## config.mk

```make
export PLATFORM = sky130hd
export DESIGN_NAME = active_prio_stack
export DESIGN_NICKNAME = d
export VERILOG_FILES = /design/src/rtl/aps_pkg.sv /design/src/rtl/aps_lsb_find.sv /design/src/rtl/aps_grouper.sv /design/src/rtl/active_prio_stack.sv
export SDC_FILE = /design/constraint.sdc
export NUM_CORES = 1
export LEC_CHECK = 0
export BUFFER_PORTS_ARGS = -buffer_cell sky130_fd_sc_hd__buf_2
export CORE_AREA = 8 8 112 114
export CTS_BUF_LIST = sky130_fd_sc_hd__clkbuf_8 sky130_fd_sc_hd__clkbuf_16
export DETAILED_ROUTE_END_ITERATION = 10
export DIE_AREA = 0 0 120 122
export PLACE_DENSITY = 0.52
export SYNTH_ARGS = -nofsm -noshare
export SYNTH_HDL_FRONTEND = slang
export SYNTH_SLANG_ARGS = --single-unit
```

## constraint.sdc

```tcl
create_clock -name clk -period 3.6 [get_ports clk]
set_input_delay 0.18 -clock clk [delete_from_list [all_inputs] [get_ports clk]]
set_output_delay 0.18 -clock clk [all_outputs]
set_load 0.005 [all_outputs]
```

## src/rtl/aps_pkg.sv

```systemverilog
package aps_pkg;
    typedef logic [7:0] prio_t;
    typedef logic [9:0] intid_t;
    typedef logic [2:0] bp_t;
    typedef logic [8:0] run_t;

    localparam intid_t ID_SPURIOUS = 10'd1023;
    localparam intid_t ID_LIMIT    = 10'd1020;
    localparam run_t   RUN_IDLE    = 9'h100;

    function automatic prio_t group_prio(prio_t p, bp_t bp);
        prio_t m;
        m = 8'hFF << ({1'b0, bp} + 4'd1);
        return p & m;
    endfunction

    function automatic bp_t clamp_bp(logic [2:0] v, bp_t floor_v);
        return (v < floor_v) ? floor_v : v;
    endfunction
endpackage

```

## src/rtl/aps_lsb_find.sv

```systemverilog
module aps_lsb_find #(
    parameter int W  = 16,
    parameter int IW = 4
) (
    input  logic [W-1:0]  vec,
    output logic          any,
    output logic [IW-1:0] idx
);
    always_comb begin
        any = |vec;
        idx = '0;
        for (int i = W - 1; i >= 0; i--) begin
            if (vec[i]) idx = IW'(i);
        end
    end
endmodule

```

## src/rtl/aps_grouper.sv

```systemverilog
module aps_grouper
    import aps_pkg::*;
#(
    parameter int MIN_BPR = 3,
    parameter int LW      = 4
) (
    input  prio_t         prio,
    input  logic          grp_raw,
    input  logic          groups_en,
    input  logic          cbpr,
    input  bp_t           bpr,
    input  bp_t           abpr,
    output logic          grp_eff,
    output prio_t         gprio,
    output logic [LW-1:0] level
);
    localparam int SHIFT = MIN_BPR + 1;
    bp_t bp_use;

    always_comb begin
        grp_eff = groups_en & grp_raw;
        bp_use  = (grp_eff && !cbpr) ? abpr : bpr;
        gprio   = group_prio(prio, bp_use);
        level   = LW'(gprio >> SHIFT);
    end
endmodule

```

## src/rtl/active_prio_stack.sv

```systemverilog
module active_prio_stack
    import aps_pkg::*;
#(
    parameter int NUM_SRC = 96,
    parameter int MIN_BPR = 3,
    parameter int LEVELS  = 256 >> (MIN_BPR + 1)
) (
    input  logic              clk,
    input  logic              rst_n,
    input  logic              groups_en,
    input  logic              cbpr,
    input  logic              ack_req,
    input  logic [9:0]        pend_id,
    input  logic [7:0]        pend_prio,
    input  logic              pend_grp,
    output logic [9:0]        ack_id,
    input  logic              eoi_req,
    input  logic [31:0]       eoi_data,
    input  logic              eoi_grp,
    input  logic              bp_we,
    input  logic              bp_sel,
    input  logic [31:0]       bp_wdata,
    output logic [8:0]        run_prio,
    output logic [2:0]        bpr_cur,
    output logic [2:0]        abpr_cur,
    output logic [LEVELS-1:0] act_g0,
    output logic [LEVELS-1:0] act_g1
);
    localparam int  SHIFT    = MIN_BPR + 1;
    localparam int  LW       = (LEVELS > 1) ? $clog2(LEVELS) : 1;
    localparam bp_t BP_MIN   = bp_t'(MIN_BPR);
    localparam bp_t ABP_MIN  = (MIN_BPR >= 7) ? 3'd7 : bp_t'(MIN_BPR + 1);

    typedef struct packed {
        bp_t               bpr;
        bp_t               abpr;
        logic [LEVELS-1:0] a0;
        logic [LEVELS-1:0] a1;
        run_t              run;
    } st_t;

    st_t st_q, st_d;

    logic          ack_grp;
    prio_t         ack_gprio;
    logic [LW-1:0] ack_level;
    logic          acc_ok, eoi_ok, eoi_g;
    intid_t        eoi_id;
    logic [LEVELS-1:0] eoi_a0, eoi_a1;
    logic          eoi_any, cur_any;
    logic [LW-1:0] eoi_idx, cur_idx;

    aps_grouper #(.MIN_BPR(MIN_BPR), .LW(LW)) u_grp (
        .prio(pend_prio), .grp_raw(pend_grp), .groups_en(groups_en),
        .cbpr(cbpr), .bpr(st_q.bpr), .abpr(st_q.abpr),
        .grp_eff(ack_grp), .gprio(ack_gprio), .level(ack_level)
    );

    // lowest active level after a completion
    aps_lsb_find #(.W(LEVELS), .IW(LW)) u_eoi_lsb (
        .vec(eoi_a0 | eoi_a1), .any(eoi_any), .idx(eoi_idx)
    );

    // lowest active level of the present state, used by the checker below
    aps_lsb_find #(.W(LEVELS), .IW(LW)) u_cur_lsb (
        .vec(st_q.a0 | st_q.a1), .any(cur_any), .idx(cur_idx)
    );

    always_comb begin
        eoi_id = eoi_data[9:0];
        eoi_g  = groups_en & eoi_grp;
        eoi_a0 = st_q.a0;
        eoi_a1 = st_q.a1;
        if (eoi_g) eoi_a1 = st_q.a1 & (st_q.a1 - LEVELS'(1));
        else       eoi_a0 = st_q.a0 & (st_q.a0 - LEVELS'(1));
    end

    always_comb begin
        st_d   = st_q;
        acc_ok = ack_req && (pend_id < ID_LIMIT) && ({1'b0, pend_prio} < st_q.run);
        eoi_ok = eoi_req && !ack_req && (int'(eoi_id) < NUM_SRC) && (st_q.run != RUN_IDLE);
        ack_id = acc_ok ? pend_id : ID_SPURIOUS;

        if (acc_ok) begin
            if (ack_grp) st_d.a1[ack_level] = 1'b1;
            else         st_d.a0[ack_level] = 1'b1;
            st_d.run = {1'b0, ack_gprio};
        end else if (eoi_ok) begin
            st_d.a0  = eoi_a0;
            st_d.a1  = eoi_a1;
            st_d.run = eoi_any ? (run_t'(eoi_idx) << SHIFT) : RUN_IDLE;
        end

        if (bp_we) begin
            if (bp_sel) st_d.abpr = clamp_bp(bp_wdata[2:0], ABP_MIN);
            else        st_d.bpr  = clamp_bp(bp_wdata[2:0], BP_MIN);
        end
    end

    always_ff @(posedge clk or negedge rst_n) begin
        if (!rst_n) begin
            st_q.bpr  <= BP_MIN;
            st_q.abpr <= ABP_MIN;
            st_q.a0   <= '0;
            st_q.a1   <= '0;
            st_q.run  <= RUN_IDLE;
        end else begin
            st_q <= st_d;
        end
    end

    assign run_prio = st_q.run;
    assign bpr_cur  = st_q.bpr;
    assign abpr_cur = st_q.abpr;
    assign act_g0   = st_q.a0;
    assign act_g1   = st_q.a1;

    a_r7_run_tracks_bitmaps: assert property (@(posedge clk) disable iff (!rst_n)
        run_prio == (cur_any ? (run_t'(cur_idx) << SHIFT) : RUN_IDLE));

    a_r3_refused_keeps_state: assert property (@(posedge clk) disable iff (!rst_n)
        (ack_req && ack_id == ID_SPURIOUS) |=>
            ($stable(run_prio) && $stable(act_g0) && $stable(act_g1)));

    a_r2_accept_raises: assert property (@(posedge clk) disable iff (!rst_n)
        (ack_req && ack_id != ID_SPURIOUS) |=> (run_prio < $past(run_prio)));

    a_r8_idle_eoi_ignored: assert property (@(posedge clk) disable iff (!rst_n)
        (eoi_req && !ack_req && run_prio == RUN_IDLE) |=>
            ($stable(act_g0) && $stable(act_g1) && run_prio == RUN_IDLE));

    a_r6_eoi_drops_one: assert property (@(posedge clk) disable iff (!rst_n)
        (eoi_ok && (eoi_g ? |act_g1 : |act_g0)) |=>
            ($countones({act_g1, act_g0}) + 1 == $past($countones({act_g1, act_g0}))));

    a_r9_bp_floor: assert property (@(posedge clk) disable iff (!rst_n)
        (bpr_cur >= BP_MIN) && (abpr_cur >= ABP_MIN));
endmodule

```

Word level (Yosys, flattened, before mapping):

Cells that the tools add are included.

* word-level logic and storage cells: 72
* memories: 0
* bits in read-only memories: 0
* latch bits: 0
* memory bits (writable): 0
* flip-flop bits (word level): 47
* input port bits: 92
* output and inout bits: 57

* equal/unequal tests: 3
* reductions and logical operators: 15
* add/subtract/negate cells: 3
* divide/modulo/power cells: 0
* $mul: 0
* shift operators: 1
* mux-type cells: 29
* order comparisons: 7
* bitwise gates (word level): 9

Operators with widths (number)
* two-way mux 41 bit: 2
* two-way mux 16 bit: 4
* two-way mux 4 bit: 16
* bitwise OR 16 bit: 3
* AND 16 bit: 2
* subtractor 16 x 1 -> 16 bit (second input constant): 2
* OR reduction 16 bit: 1
* less-than comparator 10 bit (second input constant): 1
* less-than comparator 10 x 7 -> 1 bit (second input constant): 1
* two-way mux 10 bit: 1
* less-than comparator 8 x 9 -> 1 bit: 1
* two-way mux 3 bit: 3
* two-way mux 9 bit: 1
* != test 9 bit (second input constant): 1
* AND 8 bit: 1
* AND reduction 2 bit: 4
* left shift 8 x 4 -> 8 bit (first input constant): 1
* logical AND 1 bit: 7
* less-than comparator 4 x 5 -> 1 bit (second input constant): 1
* adder 3 x 1 -> 4 bit (second input constant): 1
* demux 1 bit (select 4 bit): 1
* greater-or-equal comparator 4 x 1 -> 1 bit (second input constant): 1
* != test 2 bit (second input constant): 2
* less-than comparator 3 x 2 -> 1 bit (second input constant): 1
* other kinds (6): 8

Depth between registers and ports, before layout:

Gate-level depths: netlist of run 1.

* depth after elaboration: 23
* mapped depth: 10
* gate-level depth less buffers: 9

By module:

From an unflattened synthesis of run 1, not the netlist that was laid out.

* cell total of the unflattened synthesis: 366
* area, all modules: 3191.8 um2

By module, submodules not included
* active_prio_stack: instances 1, area an instance 2760.1 um2, sequential area each 1154.9 um2, cells an instance 300
* aps_grouper: instances 1, area an instance 255.2 um2, sequential area each 0.0 um2, cells an instance 32
* aps_lsb_find: instances 1, area an instance 176.4 um2, sequential area each 0.0 um2, cells an instance 34

Worst setup path before layout of run 1:

OpenSTA, ideal clock, no wires.

* path kind: register -> register
* from: register st_q, in the netlist act_g1[4]
* to: register st_q, in the netlist run_prio[4]
* setup time: 0.132 ns
* clock period less this slack: 2.605 ns
* stages on the path, launching flop included: 8
* buffers on the path: 1
* path slack: 0.995 ns
* data arrival time: 2.473 ns
* data required time: 3.468 ns
* cell sequence: dfrtp_1 > or3_4 > or4_4 > buf_6 > a2111o_1 > nor4_4 > a311o_2 > o211ai_2

* cells in the longest elaborated chain, start to end: 23
* elaborated cells on any way between the ends: 24
* those cells by class: 1 x add/sub; 20 x mux; 2 x bitwise; 1 x reduce/logical

Ends and longest elaborated chain
* from (decl): line active_prio_stack.sv:42 `st_t st_q, st_d;`
* from (signal assigned): line active_prio_stack.sv:108 `st_q <= st_d;`
* subtractor 16 x 1 -> 16 bit: line active_prio_stack.sv:74 `if (eoi_g) eoi_a1 = st_q.a1 & (st_q.a1 - LEVELS'(1));`
* AND 16 bit: line active_prio_stack.sv:74
* two-way mux 16 bit (*): line active_prio_stack.sv:74
* bitwise OR 16 bit (*): line active_prio_stack.sv:61 `.vec(eoi_a0 | eoi_a1), .any(eoi_any), .idx(eoi_idx)`
* two-way mux 4 bit (16 in series): line aps_lsb_find.sv:13 `if (vec[i]) idx = IW'(i);`
* two-way mux 9 bit (*): line active_prio_stack.sv:91 `st_d.run = eoi_any ? (run_t'(eoi_idx) << SHIFT) : RUN_IDLE;`
* two-way mux 41 bit (*): line active_prio_stack.sv:88 `end else if (eoi_ok) begin`
* two-way mux 41 bit (*): line active_prio_stack.sv:84 `if (acc_ok) begin`

Mark *: on every way between the ends. The rest lies on a longest branch, timed or not. The select of a mux whose other input is x is not followed.
A chain may end at the register's enable or synchronous reset.

Worst setup path after layout of run 1:

Ends and elaborated chain as after synthesis.

==> impl_metrics.env, run 1 <==
export IMPL_final_cells=604
export IMPL_final_layout_size_suffix_gt1_share_pct=30.2
export IMPL_placed_cells=596
export IMPL_netlist_instances=371
export IMPL_hpwl_um=8450
export IMPL_hold_viol_final=0
export IMPL_status="finished clean"
export IMPL_yosysSeqAreaShare_pct=36.4
export IMPL_netlist_area_mm2=0.00317
export IMPL_post_cts_setup_buffer_count=0
export IMPL_syn_num_nets=473
export IMPL_switchingPower_w=0.00125
export IMPL_synthSimpleGateAreaFrac_pct=26.5
export IMPL_area_growth_pct=24.0
export IMPL_synthDistinctLibCells=64
export IMPL_cts_tree="done"
export IMPL_synth_top_family_by_area="compound AO/OA/AOI/OAI gates"
export IMPL_pwr_share_clk_pct=16.5
export IMPL_p_int_w=0.00160
export IMPL_gr_total_overflow=0
export IMPL_die_area_mm2=0.0146
export IMPL_final_common_cell="buf_2"
export IMPL_ios=149
export IMPL_arrival_ns=3.08
export IMPL_worst_slew_pin_slew_ns=1.03
export IMPL_cts_resized_gates=0
export IMPL_die_height_um=122
export IMPL_crit_buf_inv=0
export IMPL_power_w=0.00285
export IMPL_power_density_mw_per_mm2=726
export IMPL_sequentialPowerShare_pct=36.0
export IMPL_final_util_pct=36.7
export IMPL_clk_latency_ns=0.31
export IMPL_critPathLaunchType="register"
export IMPL_portBuffers=91
export IMPL_switching_share_pct=43.9
export IMPL_fin_crit_sh_pct=80.1
export IMPL_crit_family="simple AND/OR/NAND/NOR gates"
export IMPL_placed_area_mm2=0.00379
export IMPL_gp_congestion=0.939
export IMPL_synth_compound_area_share_pct=27.5
export IMPL_grt_max_degree=47
export IMPL_hold_buffers=0
export IMPL_fillers=1135
export IMPL_ff_latch_area_mm2=0.00115
export IMPL_slew_headroom_pct=31.4
export IMPL_finalMaxSlewViolations=0
export IMPL_finClkSkew_ns=0.0131
export IMPL_drt_iter0_drc=185
export IMPL_synth_xor_area_share_pct=0
export IMPL_multi_input_area_mm2=0.00189
export IMPL_peakVddDrop_v=0.000261
export IMPL_path_class="register to register"
export IMPL_yosys_register_bits=46
export IMPL_rows=38
export IMPL_grt_use_total_pct=14.3
export IMPL_async_flop_share_pct=100
export IMPL_vias=3279
export IMPL_drtAntennaViolNets=0
export IMPL_finalSetupTns_ns=0
export IMPL_cp_end_kind="register"
export IMPL_grt_pass1_wl_um=17200
export IMPL_cp_slowest_stage_delay_ns=0.62
export IMPL_final_cell_area_mm2=0.00393
export IMPL_synth_main_ff_cell="dfrtp_1"
export IMPL_path_max_fanout=7
export IMPL_use_met1_pct=18.4
export IMPL_wirelength_um=10400
export IMPL_synth_edf_count=0
export IMPL_rsz0062_at_grt="no"
export IMPL_cts_sink_count=46
export IMPL_cp_slowest_cell="or4_1"
export IMPL_min_period_ns=2.89
export IMPL_grt_pass1_vias=3388
export IMPL_drt_pre_antenna_iters=4
export IMPL_grt_use_met3_pct=3.47
export IMPL_fin_nets=565
export IMPL_start_util_pct=29.6
export IMPL_via_per_inst=5.43
export IMPL_gr_usage_met2_pct=24.5
export IMPL_setup_viol=0
export IMPL_cts_path_max_buffers=2
export IMPL_wire_per_inst_um=17.2
export IMPL_hold_path_class="input pin to async pin"
export IMPL_antenna_found_initial=1
export IMPL_core_mm2=0.0107
export IMPL_drc_errors=0
export IMPL_leakagePower_nw=1.71
export IMPL_die_w_um=120
export IMPL_grt_busiest_layer="met2"
export IMPL_synth_area_mux_share_pct=1.70
export IMPL_cts_buffers_inserted=5
export IMPL_clk_pin_slew_ns=0.10
export IMPL_final_cell_mix="buf_2, o21ai_0, dfrtp_1"
export IMPL_synth_area_per_cell_um2=8.54
export IMPL_crit_path_cell_trace="or4_1 -> or4_4 -> o21ai_0 -> nand4_1 -> nor4_4 -> a311o_2 -> o211ai_2"
export IMPL_required_ns=3.79
export IMPL_ys_warn_count=0
export IMPL_combPwrFrac_pct=47.5
export IMPL_htreeDepth=2
export IMPL_max_cap_violations=0
export IMPL_n_antenna_cell=0
export IMPL_fmax_ghz=0.347
export IMPL_synthAdderAreaFrac_pct=3.95
export IMPL_cts_root_buf="clkbuf_8"
==> logic make-up (layout without fill, tap and decap cells) <==
logic type	Yosys count	count (layout)
other cells	1	1
simple gates	149	149
buf+inv	29	122
fa+ha+maj	10	10
flops	46	46
mux	5	5
compound gates	131	131
==> cell usage after synthesis, types with 3 or more instances <==
cell      instances  share of area (%)
a211oi_1          5                1.2
a21o_1            3               0.71
a21oi_1          21                3.3
a22o_1            3               0.83
a31oi_1           6                1.2
a32o_1            3               0.95
and2_1            4               0.79
and3_1            3               0.59
clkbuf_1          9                1.1
dfrtp_1          43                 34
dfstp_2           3                2.5
ha_1             10                3.9
inv_1            16                1.9
mux2_2            3                1.1
nand2_1          35                4.1
nand2b_1          3               0.59
nand3_1           6               0.95
nand4_1           8                1.6
nor2_1           27                3.2
nor2b_1           3               0.59
nor3_1           11                1.7
nor4_1            3               0.59
o21ai_0          49                7.7
o31ai_1          11                2.6
o41a_1            4                1.4
o41ai_1           3               0.83
or2_2            13                2.6
or3_1            11                2.2
or4_1             8                1.9
==> final cells by class <==
cell class,instances,share of cell area [%]
Multi-Input combinational cell,296,48.2
Sequential cell,46,29.4
Timing Repair Buffer,98,12.9
Tap cell,140,4.46
Clock buffer,5,1.75
Clock inverter,3,1.75
Inverter,16,1.53
==> metal layers <==
metal | part of all wire [%] | up-vias
li1 | - | 1594
met1 | 46 | 1581
met2 | 47 | 96
met3 | 6.3 | 6
met4 | 0.60 | 2
met5 | 0.096 | -
==> final timing paths <==
path / from / end / depth (start not counted) / slack, ns
worst max-delay path: act_g1[4]$_DFFE_PN0P_ / run_prio[4]$_DFFE_PN0P_ / 7 / 0.71
worst min-delay path: rst_n / act_g1[4]$_DFFE_PN0P_ / 1 / 0.05
worst max register to register: act_g1[4]$_DFFE_PN0P_ / run_prio[4]$_DFFE_PN0P_ / 7 / 0.71
worst min register to register: bpr_cur[1]$_DFFE_PN1P_ / bpr_cur[1]$_DFFE_PN1P_ / 2 / 0.51
max in group asynchronous: rst_n / act_g0[11]$_DFFE_PN0P_ / 1 / 2.92
min in group clk: pend_prio[3] / run_prio[3]$_DFFE_PN0P_ / 2 / 0.10
==> state kept, by name, summed over array words and instances, names as in the netlist <==
signal / flops
abpr_cur: 2
act_g0: 16
act_g1: 16
run_prio: 9
bpr_cur: 3
==> power by group through the flow <==
| stage | clock network (W) | registers (W) | logic [W] |
|---|---|---|---|
| after floorplan | 0 | 0.000953 | 0.000875 |
| after CTS | 0.000481 | 0.00103 | 0.00137 |
| after global placement | 0 | 0.00103 | 0.00135 |
| after detailed placement | 0 | 0.00103 | 0.00137 |
| after global routing | 0.000505 | 0.00107 | 0.00154 |
| final | 0.000471 | 0.00103 | 0.00136 |
==> worst reg2reg max path: cells and delay by family, from the launching register on <==
kind / cells / cell delay [ns]
compound gates: 3 / 0.50
flops: 1 / 0.46
simple gates: 4 / 1.81
==> per-stage QoR <==
step                      worst slack [ns]  hold slack (ns)
after global routing                 0.540            0.106
after detailed placement             0.544            0.418
after floorplan                      0.995           -0.116
after global placement               0.552            0.411
final                                0.715           0.0527
after CTS                            0.719           0.0793
Power figures use the tool's default switching activity.
==> run 2: changes to the inputs <==
--- a/config.mk
+++ b/config.mk
@@ -5,12 +5,13 @@
 export SDC_FILE = /design/constraint.sdc
 export NUM_CORES = 1
 export LEC_CHECK = 0
+export ABC_AREA = 1
 export BUFFER_PORTS_ARGS = -buffer_cell sky130_fd_sc_hd__buf_2
 export CORE_AREA = 8 8 112 114
 export CTS_BUF_LIST = sky130_fd_sc_hd__clkbuf_8 sky130_fd_sc_hd__clkbuf_16
 export DETAILED_ROUTE_END_ITERATION = 10
 export DIE_AREA = 0 0 120 122
-export PLACE_DENSITY = 0.52
+export PLACE_DENSITY = 0.54
 export SYNTH_ARGS = -nofsm -noshare
 export SYNTH_HDL_FRONTEND = slang
 export SYNTH_SLANG_ARGS = --single-unit
==> constraint.sdc (replaced) <==
create_clock -name clk -period 2.44 [get_ports clk]
set_input_delay 0.122 -clock clk [delete_from_list [all_inputs] [get_ports clk]]
set_output_delay 0.122 -clock clk [all_outputs]
set_load 0.005 [all_outputs]
==> run 2 against run 1 <==
Register-to-register slack got worse by 0.53 ns. Clock-buffer cell count unchanged. Via count increased by 4.2%. Final area increased by 4.3%. Setup slack got worse by 0.56 ns. Critical path type is now register to output port. Critical endpoint is now ack_id[2]. Largest power group is now sequential cells.
==> impl_metrics.env, run 2 <==
export IMPL_clk_latency_ns=0.32
export IMPL_ys_warn_count=0
export IMPL_synth_top_cell_area_share_pct=33.9
export IMPL_start_util_pct=29.7
export IMPL_yosys_register_bits=46
export IMPL_cp_end_kind="output port"
export IMPL_cts_tree="done"
export IMPL_cp_slowest_stage_delay_ns=0.38
export IMPL_arrival_ns=2.16
export IMPL_finClkSkew_ns=0.00980
export IMPL_fin_nets=659
export IMPL_vias=3418
export IMPL_die_height_um=122
export IMPL_yosysSeqAreaShare_pct=36.4
export IMPL_n_antenna_cell=0
export IMPL_cts_sink_count=46
export IMPL_syn_num_nets=553
export IMPL_area_growth_pct=29.0
export IMPL_path_class="register to output port"
export IMPL_peakVddDrop_v=0.000236
export IMPL_min_period_ns=2.28
export IMPL_max_cap_violations=0
export IMPL_dr_wl_met3_um=719
export IMPL_antenna_found_initial=0
export IMPL_yosys_area_top_type="dfrtp_1"
export IMPL_cts_buffers_inserted=5
export IMPL_critPathLaunchType="register"
export IMPL_path_max_fanout=10
export IMPL_worst_slew_pin_slew_ns=0.559
export IMPL_wirelength_um=10600
export IMPL_final_common_cell="nand2_1"
export IMPL_cp_slowest_cell="dfrtp_1"
export IMPL_hold_path_class="input pin to register"
export IMPL_die_area_mm2=0.0146
export IMPL_die_w_um=120
export IMPL_final_util_pct=38.3
export IMPL_synth_edf_count=0
export IMPL_drt_pre_antenna_iters=5
export IMPL_grt_pass1_vias=3341
export IMPL_required_ns=2.32
export IMPL_gr_total_overflow=0
export IMPL_synth_area_per_cell_um2=7.04
export IMPL_netlist_instances=451
export IMPL_ios=149
export IMPL_drt_iter0_drc=157
export IMPL_cts_path_max_buffers=2
export IMPL_fillers=1122
export IMPL_multi_input_area_mm2=0.00179
export IMPL_yosysMostFrequentCell="nand2_1"
export IMPL_final_cell_mix="nand2_1, buf_2, inv_1"
export IMPL_leakagePower_nw=1.95
export IMPL_top_layer_used="met4"
export IMPL_synth_area_leaders="dfrtp_1, nand2_1, inv_1"
export IMPL_drc_errors=0
export IMPL_gp_congestion=0.890
export IMPL_drtAntennaViolNets=0
export IMPL_wire_per_inst_um=15.1
export IMPL_async_flop_share_pct=100
export IMPL_holdWs_ns=0.0342
export IMPL_clk_pin_slew_ns=0.10
export IMPL_grt_max_degree=43
export IMPL_synthDistinctLibCells=45
export IMPL_slew_headroom_pct=62.7
export IMPL_power_density_mw_per_mm2=584
export IMPL_via_per_inst=4.90
export IMPL_netlist_area_mm2=0.00318
export IMPL_ff_latch_area_mm2=0.00115
export IMPL_route_layer_met1_wl_um=4810
export IMPL_fin_crit_sh_pct=93.6
export IMPL_synth_common_cells="nand2_1, inv_1, nor2_1"
export IMPL_grt_pass1_wl_um=16800
export IMPL_htreeDepth=2
export IMPL_cts_root_buf="clkbuf_8"
export IMPL_crit_path_cell_trace="inv_1 -> ha_1 -> a21oi_2 -> o21ai_1 -> a221oi_2 -> nand3_2 -> inv_2 -> buf_8 -> nand2_1 -> buf_2"
export IMPL_grt_use_total_pct=14.3
export IMPL_hpwl_um=8360
export IMPL_finalMaxSlewViolations=0
export IMPL_fmax_ghz=0.438
export IMPL_final_cells=698
export IMPL_core_mm2=0.0107
export IMPL_portBuffers=91
export IMPL_synth_main_ff_cell="dfrtp_1"
export IMPL_placed_cells=684
export IMPL_setup_viol=0
export IMPL_rows=38
export IMPL_hold_viol_final=0
export IMPL_final_layout_size_suffix_gt1_share_pct=29.0
export IMPL_met2_length_um=4890
export IMPL_status="finished clean"
run 2: cell types whose count changed after synthesis, sizes merged, moves of 10 or more:
cell	before	now
or4	11	0
nand3	6	16
inv	16	68
or3	13	0
a21oi	21	44
nand2	35	101
nor2	27	68
run 2: area by class of cell:
class                   instances  share of cell area, %
clock buffers                   5                   1.68
clock inverters                 3                   1.10
inverters                      70                   6.47
repair buffers                106                   14.7
multi-input cells             328                   43.6
well taps                     140                   4.27
flip-flops and latches         46                   28.2
run 2: cell families after synthesis:
family | synth area share [%]
flops | 36.4
other cells | 0.118
simple gates | 30.1
buf+inv | 9.46
fa+ha+maj | 3.94
compound gates | 19.7
xor+xnor | 0.276
run 2: layer usage:
layer | GRT usage (%) | vias up
met1 | 18.3 | 1597
met4 | 4.61 | 0
li1 | - | 1698
met3 | 3.05 | 11
met2 | 23.5 | 112
met5 | 0 | -
run 2: final timing paths:
| path | startpoint | end | slack [ns] | cells after the start |
|---|---|---|---|---|
| max in group asynchronous | rst_n | run_prio[8]$_DFFE_PN1P_ | 1.54 | 3 |
| worst min-delay path | bp_wdata[1] | bpr_cur[1]$_DFFE_PN1P_ | 0.03 | 3 |
| worst max-delay path | run_prio[2]$_DFFE_PN0P_ | ack_id[2] | 0.16 | 10 |
| worst max register to register | run_prio[2]$_DFFE_PN0P_ | act_g0[5]$_DFFE_PN0P_ | 0.18 | 12 |
| min in group asynchronous | rst_n | run_prio[2]$_DFFE_PN0P_ | 0.13 | 2 |
| worst min register to register | abpr_cur[1]$_DFFE_PN0P_ | abpr_cur[1]$_DFFE_PN0P_ | 0.52 | 2 |
run 2: critical path, delay by kind of cell (launching register included):
family	cells	cell delay (ns)
AND/OR/NAND/NOR	2	0.23
flip-flops	1	0.38
AO/OA/AOI/OAI	3	0.46
buffers and inverters	4	0.46
adder cells (fa/ha/maj)	1	0.31
run 2: timing repair:
item | 4_1_cts | 5_1_grt
buffers inserted | 0 | 5
resized for setup | 0 | 21
endpoints found under the setup margin | 0 | 33
endpoints found under the hold margin | 4 | 0
hold buffers | 1 | 0
run 2: where the power goes:
| group | switching, W | internal [W] |
|---|---|---|
| Combinational | 0.000494 | 0.000380 |
| Sequential | 0.0000698 | 0.000840 |
| Clock | 0.000305 | 0.000305 |
| Total | 0.000869 | 0.00153 |
run 2: metrics by stage:
step	setup WS, ns	total power (W)	cell area (um2)	setup TNS, ns
6_report	0.157	0.00239	4100	0
5_1_grt	-0.00788	0.00256	4100	-0.0230
4_1_cts	0.0895	0.00232	3980	0
3_5_place_dp	0.174	0.00170	3850	0
3_3_place_gp	0.168	0.00169	3850	0
2_1_floorplan	0.373	0.00135	3180	0
